$ cat src/rtl/lsw_pkg.sv
package lsw_pkg;

    localparam int CH_COUNT  = 6;
    localparam int FRAME_LEN = CH_COUNT + 2;

    // Snapshot word, MSB leaves first
    typedef struct packed {
        logic                ov;
        logic                uv;
        logic [CH_COUNT-1:0] load;
    } fault_word_t;

    typedef enum logic {
        PORT_IDLE   = 1'b0,
        PORT_ACTIVE = 1'b1
    } port_state_e;

    typedef struct packed {
        logic load;
        logic shift;
        logic drive;
        logic commit;
    } port_ctl_t;

    function automatic fault_word_t pack_fault(input logic [FRAME_LEN-1:0] raw,
                                               input bit has_uv);
        fault_word_t w;
        w.ov   = raw[FRAME_LEN-1];
        w.uv   = has_uv ? raw[FRAME_LEN-2] : 1'b0;
        w.load = raw[CH_COUNT-1:0];
        return w;
    endfunction

endpackage

$ cat src/rtl/lsw_sync_chain.sv
module lsw_sync_chain #(
    parameter int   STAGES    = 2,
    parameter logic RESET_VAL = 1'b0
) (
    input  logic clk,
    input  logic rst,
    input  logic pin_i,
    output logic level_o
);
    logic [STAGES-1:0] chain_q;

    always_ff @(posedge clk) begin
        if (rst) chain_q <= {STAGES{RESET_VAL}};
        else     chain_q <= {chain_q[STAGES-2:0], pin_i};
    end

    assign level_o = chain_q[STAGES-1];
endmodule

$ cat src/rtl/lsw_port_ctrl.sv
module lsw_port_ctrl
    import lsw_pkg::*;
(
    input  logic      clk,
    input  logic      rst,
    input  logic      cs_lvl_i,
    input  logic      sclk_lvl_i,
    output port_ctl_t ctl_o,
    output logic      active_o
);
    port_state_e state_q, state_d;
    logic        cs_prev_q, sclk_prev_q;
    logic        cs_fall, cs_rise, sclk_rise, sclk_fall;

    always_ff @(posedge clk) begin
        if (rst) begin
            cs_prev_q   <= 1'b1;
            sclk_prev_q <= 1'b0;
            state_q     <= PORT_IDLE;
        end else begin
            cs_prev_q   <= cs_lvl_i;
            sclk_prev_q <= sclk_lvl_i;
            state_q     <= state_d;
        end
    end

    assign cs_fall   =  cs_prev_q & ~cs_lvl_i;
    assign cs_rise   = ~cs_prev_q &  cs_lvl_i;
    assign sclk_rise = ~sclk_prev_q &  sclk_lvl_i;
    assign sclk_fall =  sclk_prev_q & ~sclk_lvl_i;

    always_comb begin
        state_d = state_q;
        ctl_o   = '0;
        unique case (state_q)
            PORT_IDLE: begin
                if (cs_fall) begin
                    ctl_o.load = 1'b1;
                    state_d    = PORT_ACTIVE;
                end
            end
            PORT_ACTIVE: begin
                if (cs_rise) begin
                    ctl_o.commit = 1'b1;
                    state_d      = PORT_IDLE;
                end else begin
                    ctl_o.shift = sclk_rise;
                    ctl_o.drive = sclk_fall;
                end
            end
            default: state_d = PORT_IDLE;
        endcase
    end

    assign active_o = (state_q == PORT_ACTIVE);
endmodule

$ cat src/rtl/lsw_shift_path.sv
module lsw_shift_path
    import lsw_pkg::*;
#(
    parameter int WIDTH   = FRAME_LEN,
    parameter int CMD_LSB = CH_COUNT
) (
    input  logic               clk,
    input  logic               rst,
    input  port_ctl_t          ctl_i,
    input  logic [WIDTH-1:0]   load_word_i,
    input  logic               sdi_i,
    output logic [CMD_LSB-1:0] cmd_o,
    output logic               sdo_o
);
    logic [WIDTH-1:0] sh_q;
    logic             sdo_q;

    always_ff @(posedge clk) begin
        if (rst) begin
            sh_q  <= '0;
            sdo_q <= 1'b0;
        end else if (ctl_i.load) begin
            sh_q  <= load_word_i;
            sdo_q <= load_word_i[WIDTH-1];
        end else begin
            if (ctl_i.shift) sh_q  <= {sh_q[WIDTH-2:0], sdi_i};
            if (ctl_i.drive) sdo_q <= sh_q[WIDTH-1];
        end
    end

    assign cmd_o = sh_q[CMD_LSB-1:0];
    assign sdo_o = sdo_q;
endmodule

$ cat src/rtl/lsw_serial_port.sv
module lsw_serial_port
    import lsw_pkg::*;
#(
    parameter bit HAS_UV      = 1'b1,
    parameter int SYNC_STAGES = 2
) (
    input  logic                 clk,
    input  logic                 rst,
    input  logic                 cs_n_i,
    input  logic                 sclk_i,
    input  logic                 sdi_i,
    input  logic [FRAME_LEN-1:0] fault_live_i,
    output logic                 sdo_o,
    output logic                 sdo_oe_o,
    output logic [CH_COUNT-1:0]  chan_en_o,
    output logic                 flt_clr_o,
    output logic                 flt_refresh_o
);
    localparam int              NSIG     = 3;
    localparam int              IDX_CS   = 0;
    localparam int              IDX_SCLK = 1;
    localparam int              IDX_SDI  = 2;
    localparam logic [NSIG-1:0] IDLE_LVL = 3'b001;

    logic [NSIG-1:0]     pins, lvl;
    port_ctl_t           ctl;
    logic                active;
    fault_word_t         snap;
    logic [CH_COUNT-1:0] cmd_bits;
    logic                sdo_raw;
    logic [CH_COUNT-1:0] en_q;
    logic                clr_q, refresh_q;

    assign pins = {sdi_i, sclk_i, cs_n_i};

    for (genvar g = 0; g < NSIG; g++) begin : g_sync
        lsw_sync_chain #(
            .STAGES   (SYNC_STAGES),
            .RESET_VAL(IDLE_LVL[g])
        ) u_sync (
            .clk    (clk),
            .rst    (rst),
            .pin_i  (pins[g]),
            .level_o(lvl[g])
        );
    end

    lsw_port_ctrl u_ctrl (
        .clk       (clk),
        .rst       (rst),
        .cs_lvl_i  (lvl[IDX_CS]),
        .sclk_lvl_i(lvl[IDX_SCLK]),
        .ctl_o     (ctl),
        .active_o  (active)
    );

    assign snap = pack_fault(fault_live_i, HAS_UV);

    lsw_shift_path #(
        .WIDTH  (FRAME_LEN),
        .CMD_LSB(CH_COUNT)
    ) u_shift (
        .clk        (clk),
        .rst        (rst),
        .ctl_i      (ctl),
        .load_word_i(snap),
        .sdi_i      (lvl[IDX_SDI]),
        .cmd_o      (cmd_bits),
        .sdo_o      (sdo_raw)
    );

    always_ff @(posedge clk) begin
        if (rst) begin
            en_q      <= '0;
            clr_q     <= 1'b0;
            refresh_q <= 1'b0;
        end else begin
            clr_q     <= ctl.commit;
            refresh_q <= ctl.load;
            if (ctl.commit) en_q <= cmd_bits;
        end
    end

    assign chan_en_o     = en_q;
    assign flt_clr_o     = clr_q;
    assign flt_refresh_o = refresh_q;
    assign sdo_oe_o      = active;
    assign sdo_o         = sdo_raw & active;
endmodule

$ cat config.mk
export PLATFORM = sky130hd
export DESIGN_NAME = lsw_serial_port
export DESIGN_NICKNAME = d
export VERILOG_FILES = /design/src/rtl/lsw_pkg.sv /design/src/rtl/lsw_sync_chain.sv /design/src/rtl/lsw_port_ctrl.sv /design/src/rtl/lsw_shift_path.sv /design/src/rtl/lsw_serial_port.sv
export SDC_FILE = /design/constraint.sdc
export NUM_CORES = 1
export LEC_CHECK = 0
export ABC_CLOCK_PERIOD_IN_PS = 2500
export BUFFER_PORTS_ARGS = -buffer_cell sky130_fd_sc_hd__buf_4
export CAP_MARGIN = 20
export CORE_UTILIZATION = 25
export CTS_CLUSTER_SIZE = 25
export DETAILED_ROUTE_END_ITERATION = 10
export PLACE_DENSITY = 0.42
export RECOVER_POWER = 100
export SLEW_MARGIN = 10
export SYNTH_ARGS = -nofsm -noshare
export SYNTH_HDL_FRONTEND = slang
export SYNTH_SLANG_ARGS = --single-unit
$ cat constraint.sdc
create_clock -name clk -period 2.5 [get_ports clk]
set_clock_uncertainty 0.05 [all_clocks]
set_input_delay 0.125 -clock clk [delete_from_list [all_inputs] [get_ports clk]]
set_output_delay 0.125 -clock clk [all_outputs]
set_load 0.005 [all_outputs]
After elaboration in Yosys (flattened, before gate mapping):

Cells that the tools add are included.

* bitwise gates (word level): 10
* reductions and logical operators: 2
* mux-type cells: 11

Operators by type and width (count)
* two-way mux 8 bit: 2
* two-way mux 1 bit: 6
* AND 1 bit: 5
* inverter 1 bit: 5
* nonzero test 2 bit: 2
* two-way mux 3 bit: 1
* two-way mux 2 bit: 1
* one-hot mux 1 bit (2 select lines): 1

* word-level logic and storage cells: 34
* input port bits: 13
* register bits after elaboration: 26

Longest topological paths before layout:

* depth after elaboration: 6
* gate-level depth with buffers: 5
* mapped depth without buffers: 3

Cells and area by module:

A second synthesis with hierarchy kept.

* cell total of the unflattened synthesis: 93
* area total of the unflattened synthesis: 1027.2 um2

Modules (own cells, without submodules)
* lsw_shift_path: area each 451.7 um2, times used 1, cells each 44
* lsw_serial_port: area each 276.5 um2, times used 1, cells each 24
* lsw_sync_chain: area each 52.6 um2, times used 3, cells each 4
* lsw_port_ctrl: area each 141.4 um2, times used 1, cells each 13

Worst setup path after synthesis:

OpenSTA, ideal clock, no wires.

* path kind: register to register
* from: register u_ctrl.state_q (netlist: u_ctrl.active_o)
* to: register u_shift.sh_q[0]
* cell stages (with the launch flop): 6
* path slack: 1.108 ns
* clock period less this slack: 1.392 ns
* library setup time: 0.070 ns
* data arrival time: 1.272 ns
* cell sequence: dfxtp_1 and4b_1 buf_6 or3_1 buf_6 a21oi_1

* word-level cells in the longest chain between the ends: 2
* elaborated cells on any way between the ends: 4
* those cells by class: mux (3); reduce/logical (1)

Ends and longest elaborated chain
* start, declared: RTL line lsw_port_ctrl.sv:11 `port_state_e state_q, state_d;`
* start signal, assigned: RTL line lsw_port_ctrl.sv:23 `state_q <= state_d;`
* two-way mux 1 bit or two-way mux 3 bit (tied branches): RTL line lsw_port_ctrl.sv:35 `unique case (state_q)`
* two-way mux 8 bit or nonzero test 2 bit (tied branches)
* end signal, assigned: RTL line lsw_shift_path.sv:23 `sh_q <= load_word_i;`
* end signal, assigned: RTL line lsw_shift_path.sv:26 `if (ctl_i.shift) sh_q <= {sh_q[WIDTH-2:0], sdi_i};`
* end, declared: RTL line lsw_shift_path.sv:15 `logic [WIDTH-1:0] sh_q;`

Parallel ways exist; a longest one is shown, timed or not.
A chain may end at the register's enable or synchronous reset.

Worst setup path after layout:

Same ends and word-level chain as after synthesis.

==> impl_metrics.ini <==
[drt]
met2_length_um = 901
topRoutingLayerUsed = met4
vias = 764
met3WireLength_um = 99
drtIter0Drc = 38
vias_per_cell = 4.60
wl_per_cell_um = 11.8
wl_met1_um = 933
drc = 0
wirelength_mm = 1.95
ant_nets = 0
drtPass1Iterations = 4

[synth]
synth_top_area_share_pct = 51.4
syn_nets = 109
syn_area_per_cell_um2 = 10.5
synth_area_leader_cell = dfxtp_1
synth-seq-cells = 26
netlist-cell-type-count = 24
synthTopCellsByArea = dfxtp_1 51%, mux2i_1 14%, o41ai_1 6.9%
ys_warn_count = 0
synthCells = 96
synthFlopType = dfxtp_1
synth_async_sr_flop_share_pct = 0
synth_edf_count = 0
synth_area_um2 = 1010
ys_seq_area_share_pct = 51.4

[floorplan]
rows = 22
die_h_um = 65.6
die_w_um = 65.6
design.die.area_um2 = 4310
num_io_pins = 23
start_util_pct = 26.8
core_area_um2 = 3770

[sta]
hold_violations = 0
tightest_slew_ps = 753
final.setup.tns_ps = 0
fin_crit_sh_pct = 62.7
slew_headroom_pct = 49.8
max_freq_mhz = 637
slew_violations = 0
setup_violations = 0
min_period_ps = 1570
rsz0062_at_grt = no

[clock_network]
root_buffer = clkbuf_8
clock_sinks = 26
cts_tree = done
cts_htree_levels = 1
ctsLongestPathBuffers = 2
clkTransAtPathRegs_ps = 80
cts_resized = 0
clock_latency_ps = 270
numCtsBuffers = 3

[power]
peakVddDrop_v = 0.000190
powerDensity_nw_per_um2 = 658
p_leak_uw = 0.000547
finalPower_uw = 843

[place]
place_congestion = 0.695
place_area_um2 = 1210
dp.cells = 161
numPortBuffers = 22
dp.final_hpwl_mm = 1.35

[outcome]
outcome = finished clean

[global_routing]
grt-ovfl-total = 0
grt_pass1_wl_mm = 3.10
grt_pass1_vias = 695
grt_antenna_before_repair = 0
grt_max_degree = 21
track_usage_pct = 9.47

[job]
maxCapViolCount = 0

[critical_path]
critical_path_class = flop to flop
worstPathRequired_ps = 2650
end_kind = flop
critPathMaxFanout = 20
cp.arrival_ps = 1720
setup.worst_path.start_class = flop

[layout]
fillCellCount = 395
fin_nets = 132
stdcell_count = 166
multiInputGateArea_um2 = 433
drive_gt1_share_pct = 24.6
final_common_cell = dfxtp_1
antenna_cells = 0
final_cell_mix = 26 x dfxtp_1, 14 x mux2i_1, 12 x buf_4, 11 x clkbuf_4, 9 x a21oi_1
finalInstanceArea_um2 = 1280
area_delta_synth_final_pct = 26.7
seq_area_um2 = 520

[hold_path]
hp-class = primary input to flop
## timing repair
item / CTS / global route
setup endpoints to repair: 0 / 0
setup buffers: 0 / 0
hold buffers: 1 / 0
endpoints found under the hold margin: 1 / 0
## where the power goes
| part | internal, µW | total [µW] | switching [µW] |
|---|---|---|---|
| clock | 214 | 341 | 127 |
| combinational | 34.6 | 61.6 | 27.0 |
| sequential | 430 | 440 | 10.6 |
## Yosys cell counts (2+ instances only)
library cell	count
dfxtp_1	26
mux2i_1	14
a21oi_1	9
o41ai_1	8
nor2_1	7
nor2b_1	6
and2_1	2
and4b_1	2
buf_2	2
buf_6	2
clkbuf_1	2
inv_1	2
nand2_1	2
or2_2	2
## stage by stage
stage,hold slack [ps],setup slack (ps),util [%]
after global placement,265,988,32.1
after floorplan,147,1110,-
final,20.6,931,34.0
after detailed placement,266,945,32.1
after global routing,16.7,847,34.0
after CTS,12.9,925,34.2
## flip-flops by register name, indices dropped and copies added, names as in the netlist
signal,flops
g_sync.u_sync.chain_q,6
u_shift.sh_q,8
chan_en_o,6
u_ctrl.cs_prev_q,1
u_ctrl.active_o,1
flt_refresh_o,1
u_ctrl.sclk_prev_q,1
u_shift.sdo_o,1
flt_clr_o,1
## per-layer routing
| metal | track usage, % | vias to the layer above |
|---|---|---|
| li1 | - | 392 |
| met1 | 11.7 | 352 |
| met2 | 15.3 | 18 |
| met3 | 1.91 | 2 |
| met4 | 4.89 | 0 |
| met5 | 0 | - |
## path summary, 6_finish.rpt
kind                                    start                          end  slack (ps)  cells after the start
hold / removal                          sdi_i  g_sync[2].u_sync.chain_q[0]          20                      2
hold reg to reg   g_sync[0].u_sync.chain_q[0]  g_sync[0].u_sync.chain_q[1]         370                      1
setup reg to reg              u_ctrl.active_o              u_shift.sh_q[0]         930                      4
setup / recovery              u_ctrl.active_o              u_shift.sh_q[0]         930                      4
## cell type report
| class | instances | share of cell area [%] |
|---|---|---|
| clock inverter | 1 | 2.34 |
| clock buffer | 3 | 3.22 |
| tap | 48 | 4.68 |
| timing repair buffer | 25 | 14.5 |
| multi-input combinational | 60 | 33.8 |
| sequential | 26 | 40.6 |
| inverter | 3 | 0.878 |
## worst max-delay path, stage by stage, from the launching register on
cell and delay, ps:
dfxtp_1 450, nor3b_1 80, buf_4 220, or3_1 530
a21oi_1 170
## cell families after synthesis
kind of cell / count (synthesis) / synth area share [%]
simple gates: 26 / 15.2
buf+inv: 10 / 5.81
mux: 14 / 13.8
flops: 26 / 51.4
compound gates: 20 / 13.7
No activity file was read; power rests on OpenSTA's default activity.
